$ cat config.mk
export PLATFORM = sky130hd
export DESIGN_NAME = irq_agg
export DESIGN_NICKNAME = d
export VERILOG_FILES = /design/src/rtl/irq_agg_pkg.sv /design/src/rtl/irq_bank.sv /design/src/rtl/irq_vec_file.sv /design/src/rtl/irq_router.sv /design/src/rtl/irq_agg.sv
export SDC_FILE = /design/constraint.sdc
export NUM_CORES = 2
export LEC_CHECK = 0
export BUFFER_PORTS_ARGS = -buffer_cell sky130_fd_sc_hd__buf_2
export CELL_PAD_IN_SITES_DETAIL_PLACEMENT = 0
export CELL_PAD_IN_SITES_GLOBAL_PLACEMENT = 1
export CORE_MARGIN = 3
export CORE_UTILIZATION = 40
export DETAILED_ROUTE_END_ITERATION = 8
export PLACE_DENSITY = 0.7
export SETUP_SLACK_MARGIN = 0.02
export SLEW_MARGIN = 20
export SYNTH_ARGS = -nofsm -noshare
export SYNTH_HDL_FRONTEND = slang
export SYNTH_SLANG_ARGS = --single-unit
$ cat constraint.sdc
create_clock -name clk_i -period 6.4 [get_ports clk_i]
set_input_delay 1.28 -clock clk_i [delete_from_list [all_inputs] [get_ports clk_i]]
set_output_delay 1.28 -clock clk_i [all_outputs]
set_load 0.005 [all_outputs]
$ cat src/rtl/irq_agg_pkg.sv
package irq_agg_pkg;
  localparam int LINES_PER_BANK = 32;
  localparam int ADDR_W         = 16;
  localparam int DATA_W         = 32;

  typedef enum logic [1:0] {
    KIND_STAT  = 2'd0,
    KIND_SENSE = 2'd1,
    KIND_MASK  = 2'd2,
    KIND_NONE  = 2'd3
  } reg_kind_e;
endpackage

$ cat src/rtl/irq_bank.sv
module irq_bank
  import irq_agg_pkg::*;
#(
  parameter bit HAS_MASK = 1'b1
) (
  input  logic                      clk_i,
  input  logic                      rst_ni,
  input  logic [LINES_PER_BANK-1:0] irq_i,
  input  logic                      wr_stat_i,
  input  logic                      wr_sense_i,
  input  logic                      wr_mask_i,
  input  logic [DATA_W-1:0]         wdata_i,
  output logic [LINES_PER_BANK-1:0] status_o,
  output logic [LINES_PER_BANK-1:0] sense_o,
  output logic [LINES_PER_BANK-1:0] mask_o,
  output logic [LINES_PER_BANK-1:0] pend_o
);
  logic [LINES_PER_BANK-1:0] in_q, status_q, sense_q;
  logic [LINES_PER_BANK-1:0] rise, wr_ones, edge_nxt, lvl_nxt, status_d;

  always_comb begin
    rise     = irq_i & ~in_q;
    wr_ones  = wr_stat_i ? wdata_i : '0;
    // hardware edge wins over a toggle that would clear
    edge_nxt = rise | (status_q ^ wr_ones);
    lvl_nxt  = irq_i | wr_ones;
    status_d = (sense_q & lvl_nxt) | (~sense_q & edge_nxt);
  end

  always_ff @(posedge clk_i or negedge rst_ni) begin
    if (!rst_ni) begin
      in_q     <= '0;
      status_q <= '0;
      sense_q  <= '0;
    end else begin
      in_q     <= irq_i;
      status_q <= status_d;
      if (wr_sense_i) sense_q <= wdata_i;
    end
  end

  generate
    if (HAS_MASK) begin : g_mask
      logic [LINES_PER_BANK-1:0] mask_q;
      always_ff @(posedge clk_i or negedge rst_ni) begin
        if (!rst_ni)        mask_q <= '0;
        else if (wr_mask_i) mask_q <= wdata_i;
      end
      assign mask_o = mask_q;
    end else begin : g_nomask
      assign mask_o = '1;
    end
  endgenerate

  assign status_o = status_q;
  assign sense_o  = sense_q;
  assign pend_o   = status_q & mask_o;

  assert_edge_sets_R4: assert property (@(posedge clk_i) disable iff (!rst_ni)
    (|rise) |=> ((status_q & $past(rise)) == $past(rise)));

  assert_edge_hold_R4: assert property (@(posedge clk_i) disable iff (!rst_ni)
    1'b1 |=> (((status_q ^ $past(status_q)) & $past(~sense_q & ~rise & ~wr_ones)) == '0));

  assert_level_low_R6: assert property (@(posedge clk_i) disable iff (!rst_ni)
    1'b1 |=> ((status_q & $past(sense_q & ~irq_i & ~wr_ones)) == '0));
endmodule

$ cat src/rtl/irq_vec_file.sv
module irq_vec_file #(
  parameter int NL    = 128,
  parameter int VEC_W = 3,
  parameter int IDX_W = 7
) (
  input  logic                     clk_i,
  input  logic                     rst_ni,
  input  logic                     wr_i,
  input  logic [IDX_W-1:0]         idx_i,
  input  logic [VEC_W-1:0]         wdata_i,
  output logic [VEC_W-1:0]         rdata_o,
  output logic [NL-1:0][VEC_W-1:0] vec_o
);
  logic [NL-1:0][VEC_W-1:0] vec_q;

  always_ff @(posedge clk_i or negedge rst_ni) begin
    if (!rst_ni)   vec_q <= '0;
    else if (wr_i) vec_q[idx_i] <= wdata_i;
  end

  assign rdata_o = vec_q[idx_i];
  assign vec_o   = vec_q;

  assert_vec_write_R2: assert property (@(posedge clk_i) disable iff (!rst_ni)
    wr_i |=> (vec_q[$past(idx_i)] == $past(wdata_i)));
endmodule

$ cat src/rtl/irq_router.sv
module irq_router #(
  parameter int NL          = 128,
  parameter int NUM_THREADS = 4,
  parameter int VEC_W       = 3
) (
  input  logic [NL-1:0]            pend_i,
  input  logic [NL-1:0][VEC_W-1:0] vec_i,
  output logic [NUM_THREADS-1:0]   trig_o
);
  generate
    for (genvar t = 0; t < NUM_THREADS; t++) begin : g_thr
      always_comb begin
        trig_o[t] = 1'b0;
        for (int l = 0; l < NL; l++)
          if (pend_i[l] && vec_i[l] == VEC_W'(t + 1)) trig_o[t] = 1'b1;
      end
    end
  endgenerate
endmodule

$ cat src/rtl/irq_agg.sv
module irq_agg
  import irq_agg_pkg::*;
#(
  parameter int NUM_BANKS   = 4,
  parameter int NUM_THREADS = 4,
  parameter bit HAS_MASK    = 1'b1
) (
  input  logic                                clk_i,
  input  logic                                rst_ni,
  input  logic [NUM_BANKS*LINES_PER_BANK-1:0] irq_i,
  input  logic                                wr_en_i,
  input  logic [ADDR_W-1:0]                   addr_i,
  input  logic [DATA_W-1:0]                   wdata_i,
  output logic [DATA_W-1:0]                   rdata_o,
  output logic [NUM_THREADS-1:0]              trig_o
);
  localparam int NL    = NUM_BANKS * LINES_PER_BANK;
  localparam int VEC_W = $clog2(NUM_THREADS + 1);
  localparam int IDX_W = $clog2(NL);

  reg_kind_e ctl_kind;
  logic [1:0] ctl_bank, vec_bank;
  logic [3:0] page;
  logic ctl_hit, vec_hit;
  logic [6:0] idx_full;
  logic [IDX_W-1:0] vec_idx;

  always_comb begin
    ctl_kind = reg_kind_e'(addr_i[6:5]);
    ctl_bank = addr_i[4:3];
    ctl_hit  = (addr_i[15:7] == '0) && (addr_i[2:0] == '0) &&
               (ctl_kind != KIND_NONE) && ({2'b0, ctl_bank} < 3'(NUM_BANKS));
    page     = addr_i[15:12];
    vec_hit  = (page != 4'd0) && (page <= 4'(NUM_BANKS)) &&
               (addr_i[11:7] == '0) && (addr_i[1:0] == '0);
    vec_bank = addr_i[13:12] - 2'd1;
    idx_full = {vec_bank, addr_i[6:2]};
    vec_idx  = idx_full[IDX_W-1:0];
  end

  logic [NUM_BANKS-1:0][LINES_PER_BANK-1:0] stat_w, sense_w, mask_w, pend_w;
  logic [NL-1:0] pend_all;

  generate
    for (genvar b = 0; b < NUM_BANKS; b++) begin : g_bank
      logic sel;
      assign sel = wr_en_i && ctl_hit && (ctl_bank == 2'(b));
      irq_bank #(.HAS_MASK(HAS_MASK)) u_bank (
        .clk_i      (clk_i),
        .rst_ni     (rst_ni),
        .irq_i      (irq_i[b*LINES_PER_BANK +: LINES_PER_BANK]),
        .wr_stat_i  (sel && ctl_kind == KIND_STAT),
        .wr_sense_i (sel && ctl_kind == KIND_SENSE),
        .wr_mask_i  (sel && ctl_kind == KIND_MASK),
        .wdata_i    (wdata_i),
        .status_o   (stat_w[b]),
        .sense_o    (sense_w[b]),
        .mask_o     (mask_w[b]),
        .pend_o     (pend_w[b])
      );
      assign pend_all[b*LINES_PER_BANK +: LINES_PER_BANK] = pend_w[b];
    end
  endgenerate

  logic [NL-1:0][VEC_W-1:0] vec_w;
  logic [VEC_W-1:0] vec_rd;

  irq_vec_file #(.NL(NL), .VEC_W(VEC_W), .IDX_W(IDX_W)) u_vec (
    .clk_i   (clk_i),
    .rst_ni  (rst_ni),
    .wr_i    (wr_en_i && vec_hit),
    .idx_i   (vec_idx),
    .wdata_i (wdata_i[VEC_W-1:0]),
    .rdata_o (vec_rd),
    .vec_o   (vec_w)
  );

  irq_router #(.NL(NL), .NUM_THREADS(NUM_THREADS), .VEC_W(VEC_W)) u_route (
    .pend_i (pend_all),
    .vec_i  (vec_w),
    .trig_o (trig_o)
  );

  always_comb begin
    rdata_o = '0;
    if (vec_hit) rdata_o = {{(DATA_W-VEC_W){1'b0}}, vec_rd};
    else if (ctl_hit) begin
      for (int b = 0; b < NUM_BANKS; b++) begin
        if (ctl_bank == 2'(b)) begin
          unique case (ctl_kind)
            KIND_STAT:  rdata_o = stat_w[b];
            KIND_SENSE: rdata_o = sense_w[b];
            KIND_MASK:  rdata_o = mask_w[b];
            default:    rdata_o = '0;
          endcase
        end
      end
    end
  end

  assert_idle_quiet_R9: assert property (@(posedge clk_i) disable iff (!rst_ni)
    (pend_all == '0) |-> (trig_o == '0));

  assert_single_route_R8: assert property (@(posedge clk_i) disable iff (!rst_ni)
    ($countones(pend_all) <= 1) |-> $onehot0(trig_o));
endmodule

# Word level (Yosys, flattened, before mapping)
# Index checks and enable logic that the tools add are counted.
word_totals:
  register_bits: 896
  in_bits: 179
  out_inout_bits: 36
  elab_cells: 1780
op_classes:
  addsub: 1
  order_cmp: 3
  eq_ne: 518
  mux: 531
  bitwise: 40
  reduce_logical: 543
op_table:
  columns: ["cell", "count"]
  rows:
  - ["== test 3 x 2 -> 1 bit, second input constant", 256]
  - ["logical AND 1 bit", 536]
  - ["AND 32 bit", 16]
  - ["2-to-1 mux 1 bit", 512]
  - ["bitwise mux 384 bit", 1]
  - ["== test 3 x 1 -> 1 bit, second input constant", 128]
  - ["== test 3 bit, second input constant", 128]
  - ["OR 32 bit", 12]
  - ["case mux 32 bit (3 select lines)", 4]
  - ["2-to-1 mux 32 bit", 10]
  - ["inverter 32 bit", 8]
  - ["bitwise XOR 32 bit", 4]
  - ["binary-select mux 3 bit (select 7 bit)", 1]
  - ["demux 3 bit (select 7 bit)", 1]
  - ["zero test 9 bit", 1]
  - ["less-than comparator 7 x 8 -> 1 bit, second input constant", 1]
  - [">= comparator 7 x 1 -> 1 bit, second input constant", 1]
  - ["== test 2 bit, second input constant", 3]
  - ["zero test 2 bit", 3]
  - ["2-to-1 mux 3 bit", 2]
  - ["zero test 5 bit", 1]
  - ["== test 2 x 1 -> 1 bit, second input constant", 2]
  - ["less-or-equal comparator 4 x 3 -> 1 bit, second input constant", 1]
  - ["nonzero test 4 bit", 1]
  - ["other kinds (3)", 3]

# Depth between registers and ports, before layout
depth:
  depth_word: 130
  mapped_depth: 11
  depth_no_buf: 9

# By module
# A second synthesis with hierarchy kept.
hier_totals:
  cells_unflattened: 4317
  hier_area_um2: 48704.2
modules_own_cells:
  columns: ["mod", "instances", "cells_each", "area_each_um2", "seq_area_each_um2"]
  rows:
  - ["irq_bank", 4, 395, 5180.0, 3203.1]
  - ["irq_vec_file", 1, 1429, 18212.5, 9609.2]
  - ["irq_router", 1, 757, 5900.7, 0.0]
  - ["irq_agg", 1, 551, 3871.2, 0.0]

# Least setup slack after synthesis
# Ideal clock, no wire load.
synth_path:
  path_kind: "input-to-output"
  from: "input port addr_i[12]"
  to: "output port rdata_o[0]"
  t_arrival_ns: 3.286
  required_ns: 5.120
  setup_slack_ns: 1.834
  cell_stages: 11
  n_path_buf: 2
  path_cell_list: "clkbuf_1 inv_1 ha_1 xor2_1 or3_1 buf_2 nor2_1 inv_1 o41ai_1 o21ai_0 o311ai_0"
synth_via:
  elab_chain_cells: 5
  elab_cells_between_ends: 13
  cone_classes: "add/sub (1); order compare (1); mux (4); reduce/logical (7)"
synth_lines:
  columns: ["item", "line", "text"]
  rows:
  - ["from (decl)", "irq_agg.sv:12", "input logic [ADDR_W-1:0] addr_i,"]
  - ["parallel branches: the longest is 4 deep, another holds subtractor 2 x 1 -> 2 bit", null, null]
  - ["2-to-1 mux 32 bit (*)", "irq_agg.sv:86", "if (vec_hit) rdata_o = {{(DATA_W-VEC_W){1'b0}}, vec_rd};"]
  - ["to (decl)", "irq_agg.sv:14", "output logic [DATA_W-1:0] rdata_o,"]
# Mark *: on every way between the ends. The select of a mux whose other input is x is not followed.

# Worst setup path in the final report
layout_path:
  from: "register g_bank[3].u_bank.status_q[0]"
  to: "output port trig_o[0]"
layout_via:
  elab_chain_cells: 34
layout_lines:
  columns: ["item", "line", "text"]
  rows:
  - ["from (decl)", "irq_bank.sv:18", "logic [LINES_PER_BANK-1:0] in_q, status_q, sense_q;"]
  - ["from (signal assigned)", "irq_bank.sv:37", "status_q <= status_d;"]
  - ["AND 32 bit", "irq_bank.sv:57", "assign pend_o = status_q & mask_o;"]
  - ["logical AND 1 bit", "irq_router.sv:15", "if (pend_i[l] && vec_i[l] == VEC_W'(t + 1)) trig_o[t] = 1'b1;"]
  - ["2-to-1 mux 1 bit (32 in series)", "irq_router.sv:15", null]
  - ["to (decl)", "irq_agg.sv:15", "output logic [NUM_THREADS-1:0] trig_o"]
# Every way passes these cells.

==> load_flow_metrics.sql <==
INSERT INTO impl_metrics (metric_group, metric, value, unit) VALUES
('outcome', 'status', 'complete, no violations', ''),
('logic_synthesis', 'syn-instance-count', '4528', ''),
('timing', 'setup_viol_count_final', '0', ''),
('logic_synthesis', 'ys_seq_area_frac', '0.472', ''),
('timing', 'rsz0062_at_grt', 'no', ''),
('routing', 'drt-wirelength-per-cell', '40.3', 'µm'),
('logic_synthesis', 'synth_commonest_cells', 'sky130_fd_sc_hd__dfrtp_1, sky130_fd_sc_hd__mux2_2, sky130_fd_sc_hd__nand2_1', ''),
('grt', 'track_usage', '0.415', ''),
('logic_synthesis', 'synth.lib_cells_used.distinct', '68', ''),
('cells_and_area', 'p_r_area_growth_vs_syn', '15.8', '%'),
('clock_network', 'clock_insertion_delay_worst_skew', '0.75', 'ns'),
('logic_synthesis', 'synthAdderAreaFrac', '0.00132', ''),
('floorplanning', 'vertical_die_dimension', '351', 'µm'),
('floorplanning', 'die_w', '351', 'µm'),
('timing', 'setup-tns-final', '0', 'ns'),
('logic_synthesis', 'postSynthAreaPerCell', '10.5', 'µm²'),
('logic_synthesis', 'area_share_of_and_or_nand_nor_cells_after_synthesis', '0.176', ''),
('grt', 'global_route_congestion_overflow_total', '0', ''),
('routing', 'drc', '0', ''),
('timing', 'final.hold.worst_slack', '0.523', 'ns'),
('setup_path', 'logic_depth_of_the_worst_register_to_register_path', '2', ''),
('cells_and_area', 'drive_above_1_share', '0.264', ''),
('hold_path', 'instance_count_along_the_most_critical_hold_path', '2', ''),
('place', 'hpwlAfterDp', '200000', 'µm'),
('floorplanning', 'total_i_o_pin_count', '215', ''),
('floorplanning', 'start_util', '0.406', ''),
('routing', 'route.detailed.vias_per_inst', '6.43', ''),
('logic_synthesis', 'syn_nets', '4712', ''),
('timing', 'clock_skew', '0.0381', 'ns'),
('timing', 'finalCriticalPeriod', '5.88', 'ns'),
('place', 'numPlacedInstances', '6199', ''),
('clock_network', 'root_buffer', 'sky130_fd_sc_hd__clkbuf_16', ''),
('logic_synthesis', 'synth_xor_area_frac', '0.0238', ''),
('logic_synthesis', 'synth.mux.area_fraction', '0.209', ''),
('setup_path', 'worstSetupPathType', 'reg -> out', ''),
('logic_synthesis', 'synth_most_common_cell', 'sky130_fd_sc_hd__dfrtp_1', ''),
('clock_network', 'post_cts_hold_buffer_count', '0', ''),
('timing', 'maxClockFrequency', '0.170', 'GHz'),
('routing', 'drt_wl_total', '258000', 'µm'),
('timing', 'timing.slew.headroom', '0.0869', ''),
('cells_and_area', 'final_cell_count_no_fill', '6399', ''),
('grt', 'routing_usage_on_met2', '0.573', ''),
('clock_network', 'numCtsBuffers', '101', ''),
('clock_network', 'tritoncts', 'done', ''),
('logic_synthesis', 'synth_largest_area_cell', 'sky130_fd_sc_hd__dfrtp_1', ''),
('routing', 'detailroute.via_count', '41100', ''),
('pwr', 'finalPower', '12700', 'µW'),
('logic_synthesis', 'synth_edf_count', '0', ''),
('grt', 'initial_antenna_violation_count', '21', ''),
('hold_path', 'min-delay-path-class', 'reg -> reg', ''),
('setup_path', 'crit_path_max_fanout', '3', ''),
('logic_synthesis', 'netlist_top_cells_area', 'sky130_fd_sc_hd__dfrtp_1, sky130_fd_sc_hd__mux2_2, sky130_fd_sc_hd__nand2_1, sky130_fd_sc_hd__mux2i_1, sky130_fd_sc_hd__nor4b_1', ''),
('grt', 'grt_pass1_vias', '38800', ''),
('timing', 'min_period_over_period', '0.919', ''),
('routing', 'drt_iter0_drc', '5726', ''),
('logic_synthesis', 'synth-compound-area-share', '0.0834', ''),
('logic_synthesis', 'synth_area', '47500', 'µm²'),
('pwr', 'worst_supply_voltage_drop_on_vdd', '0.000254', 'V'),
('setup_path', 'worstSetupEndpointType', 'primary output', ''),
('timing', 'worst-slew-pin-transition', '1.36', 'ns'),
('floorplanning', 'design.core.area', '117000', 'µm²'),
('clock_network', 'clock_tree.buffer_depth', '3', ''),
('pwr', 'power.leakage', '0.0247', 'µW'),
('setup_path', 'worst_ep_arrival_time', '4.60', 'ns'),
('routing', 'drt.antenna.violating_nets', '0', ''),
('logic_synthesis', 'warning_count_from_the_yosys_run', '0', ''),
('timing', 'hold_viol', '0', ''),
('place', 'gpl.final_weighted_congestion', '1.13', ''),
('setup_path', 'cp-start-kind', 'flop', ''),
('grt', 'global_route_wire_length_before_repair', '344000', 'µm'),
('logic_synthesis', 'yosysTopAreaCellShare', '0.472', '');
stage by stage:
| step | setup WS [ns] | util | instance area [µm²] |
|---|---|---|---|
| final | 0.516 | 0.470 | 55000 |
| after global routing | 0.474 | 0.470 | 54900 |
| after detailed placement | 0.718 | 0.439 | 51400 |
| after floorplan | 1.83 | - | 47500 |
| after global placement | 0.686 | 0.439 | 51300 |
| after CTS | 0.711 | 0.469 | 54900 |
path summary, 6_finish.rpt:
kind / slack, ns / start / to
hold reg to reg: 0.52 / g_bank[3].u_bank.sense_o[14] / g_bank[3].u_bank.status_o[14]
setup / recovery: 0.52 / g_bank[3].u_bank.status_o[0] / trig_o[0]
setup reg to reg: 5.07 / u_vec.vec_o[111] / u_vec.vec_o[111]
max in group asynchronous: 4.30 / rst_ni / u_vec.vec_o[167]
hold / removal: 0.52 / g_bank[3].u_bank.sense_o[14] / g_bank[3].u_bank.status_o[14]
min in group asynchronous: 0.61 / rst_ni / g_bank[3].u_bank.in_q[5]
critical path: stages (launching register included):
cell	delay (ns)
sky130_fd_sc_hd__dfrtp_1	0.40
sky130_fd_sc_hd__nand2_1	0.42
sky130_fd_sc_hd__nor4b_1	0.11
sky130_fd_sc_hd__buf_4	0.20
sky130_fd_sc_hd__nor4_1	1.12
sky130_fd_sc_hd__o2111ai_1	0.76
sky130_fd_sc_hd__nor3_1	0.36
sky130_fd_sc_hd__nand4_1	0.24
sky130_fd_sc_hd__buf_2	0.21
final cells by class:
class / instances / area, µm²
antenna: 16 / 40.0
clock buffer: 147 / 2970
clock inverter: 37 / 538
fill: 11100 / 62000
inverter: 183 / 688
multi-input combinational: 3222 / 23900
sequential: 896 / 22400
tap: 1524 / 1910
timing repair buffer: 374 / 2520
metal layers:
metal / vias to the layer above / routed length [µm]
met3: 542 / 24400
met1: 21400 / 111000
met2: 2317 / 103000
li1: 16800 / -
met4: 8 / 18600
met5: - / 57
registers in the layout, indices dropped and copies added (netlist names):
name and count:
g_bank.u_bank.status_o 128, g_bank.u_bank.in_q 128, g_bank.u_bank.sense_o 128, u_vec.vec_o 384, g_bank.u_bank.mask_o 128
placed cells by master (no fill, tap or decap), types with 62 or more instances in the layout:
cell type	instances
sky130_fd_sc_hd__a21oi_1	189
sky130_fd_sc_hd__buf_2	207
sky130_fd_sc_hd__buf_4	147
sky130_fd_sc_hd__clkbuf_16	101
sky130_fd_sc_hd__dfrtp_1	896
sky130_fd_sc_hd__inv_1	181
sky130_fd_sc_hd__mux2_2	584
sky130_fd_sc_hd__mux2i_1	174
sky130_fd_sc_hd__nand2_1	496
sky130_fd_sc_hd__nand2b_1	134
sky130_fd_sc_hd__nand3_1	62
sky130_fd_sc_hd__nor2_1	358
sky130_fd_sc_hd__nor3b_1	67
sky130_fd_sc_hd__nor4b_1	158
sky130_fd_sc_hd__o21ai_0	219
sky130_fd_sc_hd__xnor2_1	128
power breakdown:
group	switching, µW	total [µW]	internal, µW
Combinational	601	832	231
Clock	2560	6130	3570
Sequential	13.6	5720	5710
logic make-up (layout without fill, tap and decap cells):
| group | after synthesis | count (layout) |
|---|---|---|
| other | 0 | 16 |
| XOR/XNOR | 129 | 129 |
| adder cells (fa/ha/maj) | 5 | 5 |
| buffers and inverters | 410 | 741 |
| AO/OA/AOI/OAI | 642 | 642 |
| flip-flops | 896 | 896 |
| multiplexers | 849 | 849 |
| AND/OR/NAND/NOR | 1597 | 1597 |
(Power assumes the default switching activity.)
